**src/rtl/lw_sram_pkg.sv**
```systemverilog
package lw_sram_pkg;

    localparam int LANE_W = 9;

    typedef logic [LANE_W-1:0] lane_t;

    typedef enum logic [2:0] {
        PH_AWAKE,
        PH_ENTER,
        PH_ASLEEP,
        PH_WAKE1,
        PH_WAKE2
    } phase_e;

    // Sleep sequencing: one entry step, then two recovery steps after release.
    function automatic phase_e phase_next(input phase_e cur, input logic slp);
        case (cur)
            PH_AWAKE:  return slp ? PH_ENTER  : PH_AWAKE;
            PH_ENTER:  return slp ? PH_ASLEEP : PH_AWAKE;
            PH_ASLEEP: return slp ? PH_ASLEEP : PH_WAKE1;
            PH_WAKE1:  return slp ? PH_ASLEEP : PH_WAKE2;
            PH_WAKE2:  return slp ? PH_ASLEEP : PH_AWAKE;
            default:   return PH_AWAKE;
        endcase
    endfunction

    // Per-lane forwarding choice.
    function automatic lane_t lane_pick(input logic take_new, input lane_t newer, input lane_t older);
        return take_new ? newer : older;
    endfunction

endpackage

```
**src/rtl/lw_sleep_fsm.sv**
```systemverilog
module lw_sleep_fsm
    import lw_sram_pkg::*;
(
    input  logic   clk,
    input  logic   rst,
    input  logic   sleep,
    output phase_e phase
);
    phase_e phase_q;

    always_ff @(posedge clk) begin
        if (rst) phase_q <= PH_AWAKE;
        else     phase_q <= phase_next(phase_q, sleep);
    end

    assign phase = phase_q;
endmodule

```
**src/rtl/lw_write_pipe.sv**
```systemverilog
module lw_write_pipe
    import lw_sram_pkg::*;
#(
    parameter int LANES  = 2,
    parameter int ADDR_W = 4,
    localparam int DW    = LANES * LANE_W
) (
    input  logic              clk,
    input  logic              rst,
    input  logic              wr_cmd,
    input  logic [ADDR_W-1:0] addr,
    input  logic [LANES-1:0]  be_n,
    input  logic [DW-1:0]     din,
    output logic              stage_valid,
    output logic              pend_valid,
    output logic [ADDR_W-1:0] pend_addr,
    output logic [LANES-1:0]  pend_en,
    output logic [DW-1:0]     pend_data,
    output logic              commit
);
    typedef struct packed {
        logic              valid;
        logic [ADDR_W-1:0] addr;
        logic [LANES-1:0]  en;
    } wcmd_t;

    typedef struct packed {
        logic              valid;
        logic [ADDR_W-1:0] addr;
        logic [LANES-1:0]  en;
        logic [DW-1:0]     data;
    } wpend_t;

    wcmd_t  stage_q;
    wpend_t pend_q;

    always_ff @(posedge clk) begin
        if (rst) begin
            stage_q <= '0;
            pend_q  <= '0;
        end else begin
            stage_q.valid <= wr_cmd;
            stage_q.addr  <= addr;
            stage_q.en    <= ~be_n;
            if (stage_q.valid) begin
                pend_q.valid <= 1'b1;
                pend_q.addr  <= stage_q.addr;
                pend_q.en    <= stage_q.en;
                pend_q.data  <= din;
            end
        end
    end

    // The held write retires into the array when the next write's data lands.
    assign commit      = stage_q.valid && pend_q.valid;
    assign stage_valid = stage_q.valid;
    assign pend_valid  = pend_q.valid;
    assign pend_addr   = pend_q.addr;
    assign pend_en     = pend_q.en;
    assign pend_data   = pend_q.data;
endmodule

```
**src/rtl/lw_array.sv**
```systemverilog
module lw_array
    import lw_sram_pkg::*;
#(
    parameter int LANES  = 2,
    parameter int ADDR_W = 4,
    localparam int DW    = LANES * LANE_W,
    localparam int DEPTH = 1 << ADDR_W
) (
    input  logic              clk,
    input  logic              rst,
    input  logic              we,
    input  logic [ADDR_W-1:0] waddr,
    input  logic [LANES-1:0]  wen,
    input  logic [DW-1:0]     wdata,
    input  logic [ADDR_W-1:0] raddr,
    output logic [DW-1:0]     rdata
);
    for (genvar g = 0; g < LANES; g++) begin : g_lane
        lane_t mem [DEPTH];

        always_ff @(posedge clk) begin
            if (rst) begin
                for (int i = 0; i < DEPTH; i++) mem[i] <= '0;
            end else if (we && wen[g]) begin
                mem[waddr] <= wdata[g*LANE_W +: LANE_W];
            end
        end

        assign rdata[g*LANE_W +: LANE_W] = mem[raddr];
    end
endmodule

```
**src/rtl/lw_read_out.sv**
```systemverilog
module lw_read_out
    import lw_sram_pkg::*;
#(
    parameter int LANES  = 2,
    parameter int ADDR_W = 4,
    localparam int DW    = LANES * LANE_W
) (
    input  logic              clk,
    input  logic              rst,
    input  logic              rd_cmd,
    input  logic [ADDR_W-1:0] addr,
    input  logic [DW-1:0]     arr_rdata,
    input  logic              pend_valid,
    input  logic [ADDR_W-1:0] pend_addr,
    input  logic [LANES-1:0]  pend_en,
    input  logic [DW-1:0]     pend_data,
    output logic [ADDR_W-1:0] rd_addr,
    output logic [DW-1:0]     dout,
    output logic              drive
);
    logic              rd_valid_q;
    logic [ADDR_W-1:0] rd_addr_q;
    logic [DW-1:0]     merged;
    logic              hit;

    assign hit = pend_valid && (pend_addr == rd_addr_q);

    for (genvar g = 0; g < LANES; g++) begin : g_merge
        assign merged[g*LANE_W +: LANE_W] =
            lane_pick(hit && pend_en[g],
                      pend_data[g*LANE_W +: LANE_W],
                      arr_rdata[g*LANE_W +: LANE_W]);
    end

    always_ff @(posedge clk) begin
        if (rst) begin
            rd_valid_q <= 1'b0;
            rd_addr_q  <= '0;
            dout       <= '0;
            drive      <= 1'b0;
        end else begin
            rd_valid_q <= rd_cmd;
            rd_addr_q  <= addr;
            drive      <= rd_valid_q;
            if (rd_valid_q) dout <= merged;
        end
    end

    assign rd_addr = rd_addr_q;
endmodule

```
**src/rtl/late_write_sram.sv**
```systemverilog
module late_write_sram
    import lw_sram_pkg::*;
#(
    parameter int LANES  = 2,
    parameter int ADDR_W = 4,
    localparam int DW    = LANES * LANE_W
) (
    input  logic              clk,
    input  logic              rst,
    input  logic [ADDR_W-1:0] addr,
    input  logic              cs_n,
    input  logic              we_n,
    input  logic [LANES-1:0]  be_n,
    input  logic              oe_n,
    input  logic              sleep,
    input  logic [DW-1:0]     din,
    output logic [DW-1:0]     dout,
    output logic              dq_oe
);
    phase_e            phase;
    logic              awake;
    logic              rd_cmd;
    logic              wr_cmd;
    logic              wr_stage_valid;
    logic              pend_valid;
    logic [ADDR_W-1:0] pend_addr;
    logic [LANES-1:0]  pend_en;
    logic [DW-1:0]     pend_data;
    logic              commit;
    logic [ADDR_W-1:0] rd_addr;
    logic [DW-1:0]     arr_rdata;
    logic              drive;

    lw_sleep_fsm u_sleep (
        .clk   (clk),
        .rst   (rst),
        .sleep (sleep),
        .phase (phase)
    );

    assign awake  = (phase == PH_AWAKE);
    assign rd_cmd = awake && !cs_n &&  we_n;
    assign wr_cmd = awake && !cs_n && !we_n;

    lw_write_pipe #(.LANES(LANES), .ADDR_W(ADDR_W)) u_wpipe (
        .clk         (clk),
        .rst         (rst),
        .wr_cmd      (wr_cmd),
        .addr        (addr),
        .be_n        (be_n),
        .din         (din),
        .stage_valid (wr_stage_valid),
        .pend_valid  (pend_valid),
        .pend_addr   (pend_addr),
        .pend_en     (pend_en),
        .pend_data   (pend_data),
        .commit      (commit)
    );

    lw_array #(.LANES(LANES), .ADDR_W(ADDR_W)) u_array (
        .clk   (clk),
        .rst   (rst),
        .we    (commit),
        .waddr (pend_addr),
        .wen   (pend_en),
        .wdata (pend_data),
        .raddr (rd_addr),
        .rdata (arr_rdata)
    );

    lw_read_out #(.LANES(LANES), .ADDR_W(ADDR_W)) u_rdout (
        .clk        (clk),
        .rst        (rst),
        .rd_cmd     (rd_cmd),
        .addr       (addr),
        .arr_rdata  (arr_rdata),
        .pend_valid (pend_valid),
        .pend_addr  (pend_addr),
        .pend_en    (pend_en),
        .pend_data  (pend_data),
        .rd_addr    (rd_addr),
        .dout       (dout),
        .drive      (drive)
    );

    // Output enable acts without a clock; any non-awake phase floats the bus.
    assign dq_oe = drive && !oe_n && awake;
endmodule

```
**config.mk**
```make
export PLATFORM = sky130hd
export DESIGN_NAME = late_write_sram
export DESIGN_NICKNAME = d
export VERILOG_FILES = /design/src/rtl/lw_sram_pkg.sv /design/src/rtl/lw_sleep_fsm.sv /design/src/rtl/lw_write_pipe.sv /design/src/rtl/lw_array.sv /design/src/rtl/lw_read_out.sv /design/src/rtl/late_write_sram.sv
export SDC_FILE = /design/constraint.sdc
export NUM_CORES = 1
export LEC_CHECK = 0
export CAP_MARGIN = 20
export CORE_UTILIZATION = 39
export CTS_CLUSTER_DIAMETER = 30
export CTS_CLUSTER_SIZE = 8
export DETAILED_ROUTE_END_ITERATION = 8
export DONT_BUFFER_PORTS = 1
export PLACE_DENSITY = 0.61
export REMOVE_ABC_BUFFERS = 1
export SYNTH_ARGS = -nofsm -noshare
export SYNTH_HDL_FRONTEND = slang
export SYNTH_SLANG_ARGS = --single-unit
```
**constraint.sdc**
```tcl
create_clock -name clk -period 1.9 [get_ports clk]
set_input_delay 0 -clock clk [delete_from_list [all_inputs] [get_ports clk]]
set_output_delay 0 -clock clk [all_outputs]
set_load 0.02 [all_outputs]
```
==> run metrics <==
# nets final between 1000 and 1500; Die ar. a little over 40000 um^2; vias in the first global route 9712; Detailed Routing Iterations Pass 1 5; Yosys top cell area share 54.6%; warnings from Yosys 0; initial antenna violation count 0; Final min period ~1.8 ns; Worst Path Max Fanout 29; Total Wirelength 39600 um; Period Utilization, post-route a little over nine tenths; Num Clock Sinks between 300 and 400; CTS tree built; leak pwr roughly 7 nW; startpoint types flop; Async S/R FF share, synth 0%; Placed Cells ~1700; max cap viols 0; hold path start rst; CP arrival ~2.3 ns; GRT Overall Usage a little under 20%; final setup skew around 0.020 ns; top post-synthesis cells by area edfxtp_1, and2_1, dfxtp_1, mux4_1, mux2i_1; Fmax 549 MHz; CP peak stage delay between 0.6 and 0.7 ns; Worst Tran Pin Value a little under 0.9 ns; Pins Over Slew Limit 0; routability cong. ~0.79; hold path depth 2; Post-DP HPWL between 20000 and 30000 um; largest net degree at the start of global routing 84; Root Driver clkbuf_16; WP buf/inv 1; post-route antenna net violation count 0; R2R cell count 5; Overflow after GRT 0; area grow syn2layout 22.2%; synth unique cells 45; setup slack, reg-to-reg a little under 0.08 ns; final non-filler cell total about 1800; num rows between 70 and 80; crit path capture type flop; IO buf count 0; # setup viols final 0; post-synthesis sequential area ratio between 60% and 70%; Slew headroom 42.3%; crit path launch u_rdout.rd_addr[0]$_SDFF_PP0_; Initial Util around 40%; setup_tns 0 ns; Final Util 48.5%; first-iteration detailed-routing DRC count between 700 and 800; H-Tree Depth 3; Hold Fails Final Rpt 0; area of the core ~40000 um^2; unrepaired setup endpoints after global routing no; die height 204 um; Reg-to-Reg Start u_rdout.rd_addr[0]$_SDFF_PP0_; fill cell count 3365; Hold EP u_wpipe.stage_q[1]$_SDFF_PP0_; detailed-route via count around 9500; synthesized flop and latch total between 300 and 400; clock buffer depth 3; DRC Markers 0; first-pass GRT wire length between 50000 and 60000 um; min-delay worst type input pin to flop; clk_lat worst skew about 0.56 ns; Post-synth top flop edfxtp_1; r2r endpoint u_rdout.dout[10]$_SDFFE_PP0P_; EDFF count, synth between 200 and 300; drt wl/cell roughly 22 um; Antenna Diode Count 0; Avg Vias per Cell approximately 5.2; top-level port count around 50; Mapped Cells 1137; die width slightly above 200 um; CP delay by family, top multiplexers; Critical Setup Path Class flop to flop; WP data required roughly 2.3 ns; slowest CP cell mux4_1; cell area power density 1080 nW/um^2; VDD IR max approximately 0.74 mV; Pwr Total between 20 and 25 mW; Netlist Area Pre-Place between 15000 and 20000 um^2; CP cell instances buf_12 > mux4_1 > mux2_2 > nand2_1 > a31oi_1; share of cells above drive strength 1 between 20% and 30%; CTS clk-pin slew, worst paths around 0.05 ns; largest area contributor in the netlist edfxtp_1; mean post-synth cell area between 10 and 15 um^2; CTS buffer count 68; status completed
[layout by cell type, fill, tap and decap left out, types with 3 or more instances in the layout]
master / count
or2_2: 31
nor3_2: 8
and2_1: 289
mux4_1: 26
nand2b_1: 5
buf_12: 8
a31oi_1: 18
buf_4: 78
nand2_1: 20
a22oi_1: 4
bufinv_16: 4
dfxtp_1: 51
mux2_2: 16
dlygate4sd3_1: 33
edfxtp_1: 288
mux4_2: 28
clkbuf_8: 3
xnor2_1: 4
o21ai_1: 13
a221oi_1: 15
clkinvlp_4: 7
clkinv_2: 8
nor2_2: 6
clkinv_1: 12
nor4_1: 3
nor2_1: 87
mux2i_1: 63
clkbuf_16: 71
a21oi_1: 18
clkinv_8: 3
clkbuf_1: 12
o211ai_1: 3
o31ai_1: 18
nor2b_1: 24
[worst reg2reg max path: stages, from the launching register on]
cell and delay (ns):
dfxtp_4 0.38, buf_12 0.22, mux4_1 0.65, mux2_2 0.31, nand2_1 0.07, a31oi_1 0.08
[state kept, by name, indices dropped and copies added (netlist names)]
register	count
u_rdout.rd_addr	4
u_wpipe.pend_addr	4
u_wpipe.stage_q	2
u_sleep.phase	3
u_rdout.dout	18
u_wpipe.stage_valid	1
u_wpipe.pend_en	2
u_rdout.drive	1
u_wpipe.pend_valid	1
u_rdout.rd_valid_q	1
u_wpipe.pend_data	18
u_array.g_lane.mem	288
[Yosys cell counts (2+ instances only)]
cell type  count
clkbuf_1      34
mux2_2        16
nand3_1        2
nor4_1         3
nor2b_1       24
nor2_2         6
mux4_2        28
nand2_1       20
mux2i_1       63
dfxtp_1       55
and3_1         2
a31oi_1       18
a221oi_1      15
nand4_1        2
nor3_2         8
buf_1          5
xnor2_1        4
and4b_1        2
o21ai_0        2
a21oi_1       18
or2_2         32
buf_2         15
nand3b_2       2
o31ai_1       18
nand2b_1       5
buf_4          2
and2_1       289
a22oi_1        4
edfxtp_1     288
o21ai_1       13
buf_12         3
buf_6         12
o211ai_1       3
nor2_1        87
mux4_1        26
or2_1          2
[cells by family after synthesis]
kind of cell / after synthesis / share of synthesized area, %
compound gates: 91 / 3.77
flops: 343 / 61.5
buf+inv: 72 / 2.82
xor+xnor: 5 / 0.324
simple gates: 493 / 18.1
mux: 133 / 13.4
[how the worst max path moves through the flow]
stage | endpoint | slack [ns] | cells past startpoint
after floorplan | u_rdout.dout[6]$_SDFFE_PP0P_ | -2.02 | 4
after global placement | u_rdout.dout[10]$_SDFFE_PP0P_ | 0.1 | 5
after detailed placement | u_rdout.dout[16]$_SDFFE_PP0P_ | 0.05 | 5
after CTS | u_rdout.dout[16]$_SDFFE_PP0P_ | 0.06 | 5
after global routing | u_array.g_lane[1].mem[13][5]$_SDFFCE_PN0P_ | 0.004 | 4
final | u_rdout.dout[10]$_SDFFE_PP0P_ | 0.08 | 5
[layout make-up]
cell class | count | area (um^2) | share of cell area [%]
repair buffers | 120 | 1100 | 5.70
flip-flops and latches | 343 | 9760 | 50.4
multi-input cells | 722 | 5650 | 29.2
clock buffers | 86 | 1860 | 9.62
clock inverters | 37 | 333 | 1.72
well taps | 525 | 657 | 3.39
[layer usage]
| metal | part of all wire, % | up-vias | GRT usage [%] |
|---|---|---|---|
| met4 | 1.8 | 0 | 5.88 |
| met2 | 48 | 277 | 31.9 |
| met5 | 0 | - | 0 |
| met3 | 5.2 | 52 | 3.18 |
| li1 | - | 4414 | - |
| met1 | 45 | 4738 | 26.7 |
[power breakdown]
group	total, mW	switching (mW)	internal (mW)
logic	1.02	0.573	0.448
registers	8.55	0.159	8.40
clock network	11.3	3.81	7.46
[per-stage QoR]
| stage | setup slack (ns) | cell area (um^2) | hold slack [ns] |
|---|---|---|---|
| after CTS | 0.0569 | 19400 | 0.0491 |
| after global placement | 0.0988 | 16800 | 0.0769 |
| after global routing | 0.00355 | 19400 | 0.0759 |
| after floorplan | -2.02 | 15400 | 0.0667 |
| final | 0.0778 | 19400 | 0.0904 |
| after detailed placement | 0.0545 | 16800 | 0.0753 |
[repair_timing]
action	4_1_cts	5_1_grt
resized for setup	0	1
setup buffers	0	0
hold buffers	34	0
endpoints found under the setup margin	0	7
hold endpoints to repair	343	0
(Power assumes the default switching activity.)
